<file path="src/rtl/uart_rx_pkg.sv">
package uart_rx_pkg;
  localparam int unsigned TICKS_PER_BIT = 4;
  localparam int unsigned TCW = $clog2(TICKS_PER_BIT);

  typedef enum logic [2:0] {
    RX_IDLE,
    RX_START,
    RX_DATA,
    RX_STOP,
    RX_WAIT_HIGH
  } rx_state_e;
endpackage

</file>
<file path="src/rtl/rx_tick_gen.sv">
module rx_tick_gen #(
  parameter int unsigned DIV_W = 16
) (
  input  logic             clk_i,
  input  logic             rst_ni,
  input  logic [DIV_W-1:0] divisor_i,
  output logic             tick_o
);
  logic [DIV_W-1:0] cnt_q;

  // >= guards against a divisor lowered below the running count
  assign tick_o = (cnt_q >= divisor_i);

  always_ff @(posedge clk_i or negedge rst_ni) begin
    if (!rst_ni)     cnt_q <= '0;
    else if (tick_o) cnt_q <= '0;
    else             cnt_q <= cnt_q + 1'b1;
  end

  a_r1_tick_period: assert property (@(posedge clk_i) disable iff (!rst_ni)
    tick_o |=> !tick_o || (divisor_i == '0));
endmodule

</file>
<file path="src/rtl/rx_sampler.sv">
module rx_sampler
  import uart_rx_pkg::*;
#(
  parameter int unsigned DATA_W = 8
) (
  input  logic              clk_i,
  input  logic              rst_ni,
  input  logic              tick_i,
  input  logic              rx_i,
  output logic              push_o,
  output logic [DATA_W-1:0] byte_o,
  output logic              ferr_o
);
  localparam int unsigned BCW = $clog2(DATA_W);

  logic              sync1_q, rx_s;
  rx_state_e         state_q;
  logic [TCW-1:0]    tcnt_q;
  logic [BCW-1:0]    bcnt_q;
  logic [DATA_W-1:0] shift_q;
  logic              mid_tick, end_tick;

  always_ff @(posedge clk_i or negedge rst_ni) begin
    if (!rst_ni) begin
      sync1_q <= 1'b1;
      rx_s    <= 1'b1;
    end else begin
      sync1_q <= rx_i;
      rx_s    <= sync1_q;
    end
  end

  // window positions 0..3; sample on the tick that reaches position 2
  assign mid_tick = tick_i && (tcnt_q == TCW'(TICKS_PER_BIT/2 - 1));
  assign end_tick = tick_i && (tcnt_q == TCW'(TICKS_PER_BIT - 1));

  always_ff @(posedge clk_i or negedge rst_ni) begin
    if (!rst_ni) begin
      state_q <= RX_IDLE;
      tcnt_q  <= '0;
      bcnt_q  <= '0;
      shift_q <= '0;
      push_o  <= 1'b0;
      byte_o  <= '0;
      ferr_o  <= 1'b0;
    end else begin
      push_o <= 1'b0;
      if (tick_i && state_q != RX_IDLE && state_q != RX_WAIT_HIGH)
        tcnt_q <= tcnt_q + 1'b1;
      unique case (state_q)
        RX_IDLE: begin
          if (tick_i && !rx_s) begin
            state_q <= RX_START;
            tcnt_q  <= '0;
          end
        end
        RX_START: begin
          if (mid_tick && rx_s) state_q <= RX_IDLE;
          else if (end_tick) begin
            state_q <= RX_DATA;
            bcnt_q  <= '0;
          end
        end
        RX_DATA: begin
          if (mid_tick) shift_q <= {rx_s, shift_q[DATA_W-1:1]};
          if (end_tick) begin
            bcnt_q <= bcnt_q + 1'b1;
            if (bcnt_q == BCW'(DATA_W - 1)) state_q <= RX_STOP;
          end
        end
        RX_STOP: begin
          if (mid_tick) begin
            push_o  <= 1'b1;
            byte_o  <= shift_q;
            ferr_o  <= !rx_s;
            state_q <= rx_s ? RX_IDLE : RX_WAIT_HIGH;
          end
        end
        RX_WAIT_HIGH: begin
          if (rx_s) state_q <= RX_IDLE;
        end
        default: state_q <= RX_IDLE;
      endcase
    end
  end

  a_r8_no_push_while_low: assert property (@(posedge clk_i) disable iff (!rst_ni)
    (state_q == RX_WAIT_HIGH) |=> !push_o);
  a_r6_ferr_with_push: assert property (@(posedge clk_i) disable iff (!rst_ni)
    (push_o && ferr_o) |-> (state_q == RX_WAIT_HIGH || state_q == RX_IDLE));
endmodule

</file>
<file path="src/rtl/rx_fifo.sv">
module rx_fifo #(
  parameter int unsigned DATA_W = 8,
  parameter int unsigned DEPTH  = 4
) (
  input  logic              clk_i,
  input  logic              rst_ni,
  input  logic              push_i,
  input  logic [DATA_W-1:0] wdata_i,
  input  logic              pop_i,
  output logic [DATA_W-1:0] rdata_o,
  output logic              empty_o,
  output logic              full_o,
  output logic              one_left_o,
  output logic              ovf_o
);
  localparam int unsigned AW = (DEPTH > 1) ? $clog2(DEPTH) : 1;
  localparam int unsigned CW = $clog2(DEPTH + 1);

  logic [DATA_W-1:0] mem_q [DEPTH];
  logic [AW-1:0]     wptr_q, rptr_q;
  logic [CW-1:0]     cnt_q;
  logic              do_push, do_pop;

  assign empty_o    = (cnt_q == '0);
  assign full_o     = (cnt_q == CW'(DEPTH));
  assign one_left_o = (cnt_q == CW'(DEPTH - 1));
  assign do_push    = push_i && !full_o;
  assign do_pop     = pop_i && !empty_o;
  assign ovf_o      = push_i && full_o;
  assign rdata_o    = mem_q[rptr_q];

  function automatic logic [AW-1:0] nxt(input logic [AW-1:0] p);
    return (p == AW'(DEPTH - 1)) ? '0 : p + 1'b1;
  endfunction

  always_ff @(posedge clk_i or negedge rst_ni) begin
    if (!rst_ni) begin
      wptr_q <= '0;
      rptr_q <= '0;
      cnt_q  <= '0;
      for (int i = 0; i < DEPTH; i++) mem_q[i] <= '0;
    end else begin
      if (do_push) begin
        mem_q[wptr_q] <= wdata_i;
        wptr_q        <= nxt(wptr_q);
      end
      if (do_pop) rptr_q <= nxt(rptr_q);
      if (do_push && !do_pop)      cnt_q <= cnt_q + 1'b1;
      else if (do_pop && !do_push) cnt_q <= cnt_q - 1'b1;
    end
  end

  a_r4_count_bound: assert property (@(posedge clk_i) disable iff (!rst_ni)
    cnt_q <= CW'(DEPTH));
  a_r4_push_pop_same: assert property (@(posedge clk_i) disable iff (!rst_ni)
    (push_i && pop_i && !empty_o && !full_o) |=> $stable(cnt_q));
  a_r5_overrun_keeps: assert property (@(posedge clk_i) disable iff (!rst_ni)
    (push_i && full_o && !pop_i) |=> (full_o && $stable(rdata_o)));
  a_r9_pop_empty: assert property (@(posedge clk_i) disable iff (!rst_ni)
    (pop_i && empty_o && !push_i) |=> (empty_o && $stable(rptr_q)));
endmodule

</file>
<file path="src/rtl/uart_rx_fifo.sv">
module uart_rx_fifo #(
  parameter int unsigned DIV_W  = 16,
  parameter int unsigned DATA_W = 8,
  parameter int unsigned DEPTH  = 4
) (
  input  logic              clk_i,
  input  logic              rst_ni,
  input  logic [DIV_W-1:0]  divisor_i,
  input  logic              rx_i,
  input  logic              pop_i,
  input  logic              clr_frame_i,
  input  logic              clr_overrun_i,
  output logic [DATA_W-1:0] data_o,
  output logic              empty_o,
  output logic              full_o,
  output logic              one_left_o,
  output logic              frame_err_o,
  output logic              overrun_err_o
);
  logic              tick;
  logic              push, ferr, ovf;
  logic [DATA_W-1:0] rx_byte;

  rx_tick_gen #(.DIV_W(DIV_W)) i_tick (
    .clk_i, .rst_ni, .divisor_i, .tick_o(tick)
  );

  rx_sampler #(.DATA_W(DATA_W)) i_sampler (
    .clk_i, .rst_ni, .tick_i(tick), .rx_i,
    .push_o(push), .byte_o(rx_byte), .ferr_o(ferr)
  );

  rx_fifo #(.DATA_W(DATA_W), .DEPTH(DEPTH)) i_fifo (
    .clk_i, .rst_ni, .push_i(push), .wdata_i(rx_byte), .pop_i,
    .rdata_o(data_o), .empty_o, .full_o, .one_left_o, .ovf_o(ovf)
  );

  // set wins over a same-cycle clear
  always_ff @(posedge clk_i or negedge rst_ni) begin
    if (!rst_ni) begin
      frame_err_o   <= 1'b0;
      overrun_err_o <= 1'b0;
    end else begin
      if (push && ferr)       frame_err_o <= 1'b1;
      else if (clr_frame_i)   frame_err_o <= 1'b0;
      if (ovf)                overrun_err_o <= 1'b1;
      else if (clr_overrun_i) overrun_err_o <= 1'b0;
    end
  end

  a_r7_frame_sticky: assert property (@(posedge clk_i) disable iff (!rst_ni)
    (frame_err_o && !clr_frame_i) |=> frame_err_o);
  a_r7_overrun_sticky: assert property (@(posedge clk_i) disable iff (!rst_ni)
    (overrun_err_o && !clr_overrun_i) |=> overrun_err_o);
endmodule

</file>
<file path="config.mk">
export PLATFORM = sky130hd
export DESIGN_NAME = uart_rx_fifo
export DESIGN_NICKNAME = d
export VERILOG_FILES = /design/src/rtl/uart_rx_pkg.sv /design/src/rtl/rx_tick_gen.sv /design/src/rtl/rx_sampler.sv /design/src/rtl/rx_fifo.sv /design/src/rtl/uart_rx_fifo.sv
export SDC_FILE = /design/constraint.sdc
export NUM_CORES = 1
export LEC_CHECK = 0
export ABC_AREA = 1
export BUFFER_PORTS_ARGS = -buffer_cell sky130_fd_sc_hd__buf_2
export CORE_UTILIZATION = 45
export CTS_CLUSTER_SIZE = 20
export DETAILED_ROUTE_END_ITERATION = 10
export PLACE_DENSITY_LB_ADDON = 0.05
export SKIP_CTS_REPAIR_TIMING = 1
export SYNTH_ARGS = -nofsm -noshare
export SYNTH_HDL_FRONTEND = slang
export SYNTH_HIERARCHICAL = 1
export SYNTH_SLANG_ARGS = --single-unit
export TNS_END_PERCENT = 50
</file>
<file path="constraint.sdc">
create_clock -name clk_i -period 2.81 [get_ports clk_i]
set_input_delay 0.562 -clock clk_i [delete_from_list [all_inputs] [get_ports clk_i]]
set_output_delay 0.562 -clock clk_i [all_outputs]
set_load 0.02 [all_outputs]
</file>
## Word-level counts from Yosys, hierarchy flattened

Cells that the tools add are included.
W data, S select, Z words.

| storage, ports and cells | value |
|---|---|
| word-level logic and storage cells | 114 |
| bits in latches | 0 |
| flip-flop bits (word level) | 85 |
| bits of input ports | 22 |
| bits in read-only memories | 0 |
| output and inout port bits | 13 |
| RAM bits | 0 |
| memories kept | 0 |

| operators by class | value |
|---|---|
| div/mod/pow operators | 0 |
| reductions and logical operators | 29 |
| add/sub/neg operators | 7 |
| mux-type cells | 33 |
| order comparisons | 4 |
| $mul | 0 |
| equality and inequality tests | 20 |
| shift operators | 0 |
| bitwise gates (word level) | 2 |

Operator list:

| cell | number |
|---|---|
| $mux W3 | 13 |
| $bwmux W32 | 1 |
| $mux W8 | 3 |
| $add A16 B1 Y16 const B | 1 |
| $bmux W8 S2 | 1 |
| $demux W8 S2 | 1 |
| $ge A16 B16 Y1 | 1 |
| $mux W16 | 1 |
| $pmux W3 S5 | 1 |
| $logic_and A1 B1 Y1 | 13 |
| $ne A2 B1 Y1 const B | 6 |
| $mux W2 | 5 |
| $eq A3 B2 Y1 const B | 3 |
| $eq A3 B3 Y1 const B | 3 |
| $reduce_bool A2 Y1 | 4 |
| $add A2 B1 Y2 const B | 3 |
| $add A3 B1 Y3 const B | 2 |
| $eq A2 B2 Y1 const B | 3 |
| $ge A3 B3 Y1 const B | 2 |
| $logic_not A3 Y1 | 2 |
| $mux W1 | 6 |
| $not A2 Y3 | 2 |
| $pmux W3 S2 | 1 |
| $reduce_and A6 Y1 | 1 |
| 11 further kinds | 16 |

## Logic depth before layout (Yosys ltp)

Gate-level depths: netlist of run 1.

| depth | value |
|---|---|
| depth after elaboration | 7 |
| gate-level depth with buffers | 19 |
| depth with buffers taken out | 18 |

## Modules after synthesis

The synthesis of run 1 kept the hierarchy.

By module, submodules not included:

| module | area each (um2) | instances | sequential area each (um2) | cells each |
|---|---|---|---|---|
| rx_fifo | 2150.8 | 1 | 975.9 | 260 |
| rx_sampler | 1320.0 | 1 | 703.2 | 141 |
| rx_tick_gen | 1253.7 | 1 | 400.4 | 167 |
| uart_rx_fifo | 80.1 | 1 | 50.0 | 10 |

## Worst setup path before layout of run 1

Ideal clock, no wire load.

| timing | value |
|---|---|
| path type | input -> register |
| start point | in divisor_i[3] |
| end point | reg i_sampler.shift_q[5] |
| required time | 2.692 ns |
| path buffers | 2 |
| path slack | 0.597 ns |
| arrival | 2.094 ns |
| setup time | 0.118 ns |
| cell stages on the path | 17 |
| cell sequence | inv_1 > ha_1 > nand2_1 > nor2_1 > nor2_1 > nand2_1 > nand2_1 > nand2_1 > nand2_1 > nand2_2 > buf_6 > nand2_1 > inv_1 > nand3_4 > buf_6 > nand2_1 > o21ai_2 |

| between the ends | value |
|---|---|
| longest elaborated chain between the ends | 3 |

RTL lines:

| what | RTL line | text |
|---|---|---|
| start: declaration | uart_rx_fifo.sv:8 | `input logic [DIV_W-1:0] divisor_i,` |
| $ge A16 B16 Y1 | rx_tick_gen.sv:12 | `assign tick_o = (cnt_q >= divisor_i);` |
| named net tick | uart_rx_fifo.sv:20 | `logic tick;` |
| $logic_and A1 B1 Y1 | rx_sampler.sv:34 | `assign mid_tick = tick_i && (tcnt_q == TCW'(TICKS_PER_BIT/2 - 1));` |
| $reduce_and A2 Y1 (no source line) | -- |  |
| end signal: assignment | rx_sampler.sv:65 | `if (mid_tick) shift_q <= {rx_s, shift_q[DATA_W-1:1]};` |
| end: declaration | rx_sampler.sv:20 | `logic [DATA_W-1:0] shift_q;` |

The timed path passes the listed nets, and every way through them passes these cells.
A chain may end at the register's enable or synchronous reset.

## Worst setup path after layout of run 1

| timing | value |
|---|---|
| start point | reg i_fifo.rptr_q[0] |
| end point | out data_o[3] |

| between the ends | value |
|---|---|
| longest elaborated chain between the ends | 4 |

RTL lines:

| what | RTL line | text |
|---|---|---|
| start: declaration | rx_fifo.sv:20 | `logic [AW-1:0] wptr_q, rptr_q;` |
| start signal: assignment | rx_fifo.sv:47 | `if (do_pop) rptr_q <= nxt(rptr_q);` |
| $not A2 Y3 (not written as such) | rx_fifo.sv:30 | `assign rdata_o = mem_q[rptr_q];` |
| $bmux W8 S2 | rx_fifo.sv:30 |  |
| $mux W8 (not written as such) (2 in series) | rx_fifo.sv:30 |  |
| end: declaration | uart_rx_fifo.sv:13 | `output logic [DATA_W-1:0] data_o,` |

No other way between the ends. The select of a mux whose other input is x is not followed.

==> metrics.txt, run 1 <==
status complete, no violations; number of global-route vias before repair 3535; clock latency on the worst-skew pair 0.35 ns; relative slew slack 31.8%; cell area power density 515 mW/mm^2; share of the synthesized area in the top cell type 43.2%; core area 0.0103 mm^2; crit path kind flop to output pin; H-tree levels 3; Die Ht 105 um; yosys synthesis warning count 6; period utilisation layout 87.5%; Cell Area, Synth 0.00480 mm^2; grt ovf 0; Area contributors post-synth dfrtp_1 (43%), nand2_1 (14%), ha_1 (7.0%); Total GRT Usage 18.1%; area post-placement 0.00498 mm^2; Final Util 50.5%; VDD IR max 0.000285 V; Worst Skew 0.0125 ns; Die Wd 105 um; layout cells sized above 1 16.0%; worst r2r path cells 14; largest net degree at the start of global routing 67; row count 37; Initial Util 46.5%; leakage 2.71 nW; syn nets 628; CTS Buf Count 9; fmax 407 MHz; register bit count reported by yosys 85; count of input and output buffers 34; average wire per cell in the routed design 12.1 um; RSZ-0062 raised after global routing false; most common cell after layout, fill and taps aside nand2_1; first-pass GRT wire length 16300 um; largest area contributor in the netlist dfrtp_1; diode count 0; Slew @ Worst Pin 1.02 ns; routed vias/inst 4.87; TritonCTS clock tree built; Cell variety after synth 37; fin. max-slew vios 0; Top Ports 35; most frequent cells in the layout nand2_1 (184), dfrtp_1 (83), inv_1 (74), nor2_1 (38), nand4_1 (35); maxcap violations 0; CTS Buffer Depth 2; Syn Inst Count 578; Starting DRT DRC Count 186; Final Hold Viols 0; DR pass1 iterations 4; Total Wirelength 9030 um; clk sinks 85; filler cell count 1030; TNS Setup 0 ns; launching element type of the critical path flop; post-synthesis sequential area ratio 44.3%; Final min period 2.46 ns; Antenna Violating Nets Remaining 0; routability cong. 0.797; Design Area, Final 0.00522 mm^2; vias 3637; Post-route DRC 0; Root Driver clkbuf_8; crit path DAT 1.90 ns; Reg clk slew, reported paths 0.09 ns; Die ar. 0.0111 mm^2; final setup vio count 0; Detailed Place HPWL 6400 um; hold_ws 0.304 ns; Crit path required time 2.25 ns; Nets 656; Max Fanout on Critical Path 35; HP Class primary input to asynchronous set/reset pin; antenna violations before repair 0; synth-to-layout area growth 8.57%; Syn Area/Cell 8.31 um^2; Worst Setup End Kind output pin
-- synth_stat cells (all sizes together) --
cell type  instances
o21ai             30
fa                 1
o21a               1
dfstp              2
a21oi             18
nand4             35
inv               74
nor3               6
o211ai             9
nand2            193
nor4               1
nor2              44
clkbuf             1
xor2               8
xnor2              3
o21bai             1
nand3             16
buf               21
dfrtp             83
ha                27
or2                4
-- final cells by class --
| type | instances | area [um^2] | share of cell area, % |
|---|---|---|---|
| Clock buffer | 11 | 151 | 2.90 |
| Clock inverter | 5 | 82.6 | 1.58 |
| Inverter | 74 | 278 | 5.33 |
| Multi-Input combinational cell | 397 | 2190 | 42.1 |
| Sequential cell | 85 | 2130 | 40.8 |
| Tap cell | 136 | 170 | 3.26 |
| Timing Repair Buffer | 39 | 210 | 4.03 |
-- routing by layer --
metal,wire length (um),vias up,global-route usage [%]
met5,0,-,0
met4,37,0,3.62
met3,231,2,4.51
met2,4230,41,29.8
met1,4530,1690,24.3
li1,-,1904,-
-- final timing paths --
check                             startpoint              endpoint  slack [ns]
setup / recovery            i_fifo/rptr_q[0]             data_o[3]        0.35
hold / removal                        rst_ni       i_fifo/cnt_q[2]        0.30
setup reg to reg             i_tick/cnt_q[3]  i_sampler/shift_q[4]        0.70
hold reg to reg            i_sampler/sync1_q        i_sampler/rx_s        0.36
max in group asynchronous             rst_ni       i_fifo/mem_q[4]        1.77
min in group clk_i                      rx_i     i_sampler/sync1_q        0.31
-- through the flow --
step / instances / setup slack [ns] / total power [mW]
2_1_floorplan: 578 / 0.597 / 1.62
3_3_place_gp: 731 / 0.532 / 1.72
3_5_place_dp: 731 / 0.467 / 1.73
4_1_cts: 747 / 0.326 / 2.74
5_1_grt: 747 / 0.149 / 2.85
6_report: 747 / 0.351 / 2.69
-- cells by family (layout without fill, tap and decap cells) --
family / after synthesis / after routing / synth area share [%]
adder cells (fa/ha/maj): 28 / 28 / 7.45
flip-flops: 85 / 85 / 44.3
AO/OA/AOI/OAI: 59 / 59 / 8.05
XOR/XNOR: 11 / 11 / 2.01
AND/OR/NAND/NOR: 299 / 299 / 28.2
buffers and inverters: 96 / 129 / 10.0
-- worst max-delay path, cell delays in order (launching register included) --
cell and delay, ns:
dfrtp_1 1.02, o211ai_1 0.25, nand2_1 0.11, buf_2 0.16
-- flip-flops by register name (all words and copies together), names as in the netlist, 2 cells and up --
| name | cells |
|---|---|
| i_tick/cnt_q | 16 |
| i_fifo/wptr_q | 2 |
| i_sampler/tcnt_q | 2 |
| i_sampler/state_q | 3 |
| i_fifo/cnt_q | 3 |
| i_sampler/bcnt_q | 3 |
| i_sampler/shift_q | 8 |
| i_sampler/byte_o | 8 |
| i_fifo/mem_q | 32 |
| i_fifo/rptr_q | 2 |
-- report_power, final --
part | total (mW) | internal (mW) | leakage, nW | switching (mW)
registers | 1.36 | 1.28 | 1.17 | 0.0854
logic | 0.341 | 0.141 | 1.44 | 0.200
clock network | 0.984 | 0.549 | 0.108 | 0.435
total | 2.69 | 1.97 | 2.71 | 0.721
Power figures use the tool's default switching activity.
==> run 2: changes to the inputs <==
- CORE_MARGIN: unset -> 1
- RECOVER_POWER: unset -> 100
==> run 2 against run 1 <==
The flow now finishes with violations (max-capacitance violations, max-slew violations). Sequential power hardly changed. Sequential share of layout area up 0.94 points. Clock-buffer cell count did not move. Hold slack gained 0.0050 ns. Power barely moved. Combinational power decreased by 1%. Sequential cell count unchanged. Die area unchanged. Critical endpoint unchanged. Highest routed layer unchanged.
==> metrics.txt, run 2 (synthesis results as in run 1) <==
clk sinks 85 (unchanged); Buf/Inv on CP 1 (unchanged); hold_ws 0.309 ns (was 0.304 ns); Detailed Place HPWL 6400 um (unchanged); Final min period 2.56 ns (was 2.46 ns); most frequent cells in the layout nand2_1 (186), dfrtp_1 (83), inv_1 (74), nor2_1 (39), nand4_1 (35) (was nand2_1 (184), dfrtp_1 (83), inv_1 (74), nor2_1 (38), nand4_1 (35)); Reg2Reg Setup Slack 0.54 ns (was 0.70 ns); status finished with violations (was complete, no violations); average wire per cell in the routed design 12.2 um (was 12.1 um); Reg-to-Reg End i_tick/cnt_q[14] (was i_sampler/shift_q[4]); delay-heaviest family, CP flip-flops (unchanged); vias 3639 (was 3637); Post-route DRC 0 (unchanged); fmax 391 MHz (was 407 MHz); Starting DRT DRC Count 184 (was 186); area post-placement 0.00498 mm^2 (unchanged); Hold Path End i_sampler/sync1_q; worst r2r path cells 11 (was 14); # placed instances 731 (unchanged); row count 37 (unchanged); Top Ports 35 (unchanged); H-tree levels 3 (unchanged); Worst Skew 0.0129 ns (was 0.0125 ns); Die Ht 105 um (unchanged); CTS Buf Count 9 (unchanged); Biggest register i_fifo/mem_q (unchanged); launching element type of the critical path flop (unchanged); largest net degree at the start of global routing 67 (unchanged); first-pass GRT wire length 16300 um (unchanged); VDD IR max 0.000284 V (was 0.000285 V); critical-path cell list o211ai_1 > nand2_1 > clkbuf_1 (was o211ai_1 > nand2_1 > buf_2); Worst Setup End Kind output pin (unchanged); Total GRT Usage 18.1% (unchanged); Final Hold Viols 0 (unchanged); maxcap violations 1 (was 0); DR pass1 iterations 4 (unchanged); diode count 0 (unchanged); filler cell count 1064 (was 1030); clock latency on the worst-skew pair 0.35 ns (about the same); core area 0.0103 mm^2 (unchanged); count of input and output buffers 34 (unchanged); grt ovf 0 (unchanged); layout cells sized above 1 10.3% (was 16.0%); failing checks max-capacitance violations, max-slew violations; Top Registers i_fifo/mem_q (32), i_tick/cnt_q (16) (unchanged); Non-Filler Instances 747 (unchanged); crit path DAT 2.00 ns (was 1.90 ns); Antenna Violating Nets Remaining 0 (unchanged); Root Driver clkbuf_8 (unchanged); Final Power 2.69 mW (about the same); Crit path required time 2.25 ns (about the same); antenna violations before repair 0 (unchanged); Setup crit start i_fifo/rptr_q[0] (unchanged); max reg flops 32 (unchanged); final setup vio count 0 (unchanged); CTS Buffer Depth 2 (unchanged); Max Fanout on Critical Path 35 (unchanged); Hold Crit Start rx_i; Die ar. 0.0111 mm^2 (unchanged); critical path's slowest cell dfrtp_1 (unchanged); fin. max-slew vios 67 (was 0); crit-path max cell delay 1.04 ns (was 1.02 ns); Slew @ Worst Pin 1.67 ns (was 1.02 ns); most common cell after layout, fill and taps aside nand2_1 (unchanged); period utilisation layout 91.1% (was 87.5%); cell area power density 527 mW/mm^2 (was 515 mW/mm^2); relative slew slack -11.6% (was 31.8%); TritonCTS clock tree built (unchanged); synth-to-layout area growth 6.12% (was 8.57%); RSZ-0062 raised after global routing false (unchanged); Initial Util 46.5% (unchanged); Design Area, Final 0.00510 mm^2 (was 0.00522 mm^2); number of global-route vias before repair 3535 (unchanged); worst r2r src i_tick/cnt_q[3] (unchanged); Total Wirelength 9130 um (was 9030 um); Reg clk slew, reported paths 0.09 ns (about the same); routability cong. 0.797 (unchanged); TNS Setup 0 ns (unchanged); routed vias/inst 4.87 (about the same); Nets 656 (unchanged); leakage 2.63 nW (was 2.71 nW); Die Wd 105 um (unchanged); crit path kind flop to output pin (unchanged); Hold Crit Depth 1; HP Class primary input to flop (was primary input to asynchronous set/reset pin)
[run 2: area by class of cell]
class                           count  area (um^2)  share of cell area [%]
Timing Repair Buffer               39          178                    3.48
Multi-Input combinational cell    397         2110                    41.4
Inverter                           74          278                    5.45
Tap cell                          136          170                    3.34
Sequential cell                    85         2130                    41.8
Clock inverter                      5         82.6                    1.62
Clock buffer                       11          151                    2.97
[run 2: worst max path at each step]
stage                            to  depth (start not counted)
3_3_place_gp   i_sampler/shift_q[4]                         12
6_report                  data_o[3]                          3
4_1_cts                   data_o[3]                          3
3_5_place_dp   i_sampler/shift_q[7]                         16
2_1_floorplan  i_sampler/shift_q[5]                         17
5_1_grt                   data_o[1]                          3
[run 2: through the flow]
stage               utilization (%)  worst slack (ns)
CTS                            50.5             0.326
global placement               48.3             0.532
floorplan                         -             0.597
detailed placement             48.3             0.467
global route                   49.4            0.0774
finish                         49.4             0.250
[run 2: layer usage]
layer	GRT usage [%]	up-vias	part of all wire [%]
met5	0	-	0
met4	3.62	0	0.74
met3	4.51	5	3.2
met2	29.8	37	46
met1	24.3	1696	50
li1	-	1901	-
[run 2: report_power, final]
group	internal (mW)	switching (mW)	leakage, nW
combinational	0.139	0.198	1.35
clock	0.549	0.438	0.108
sequential	1.28	0.0862	1.17
total	1.97	0.723	2.63
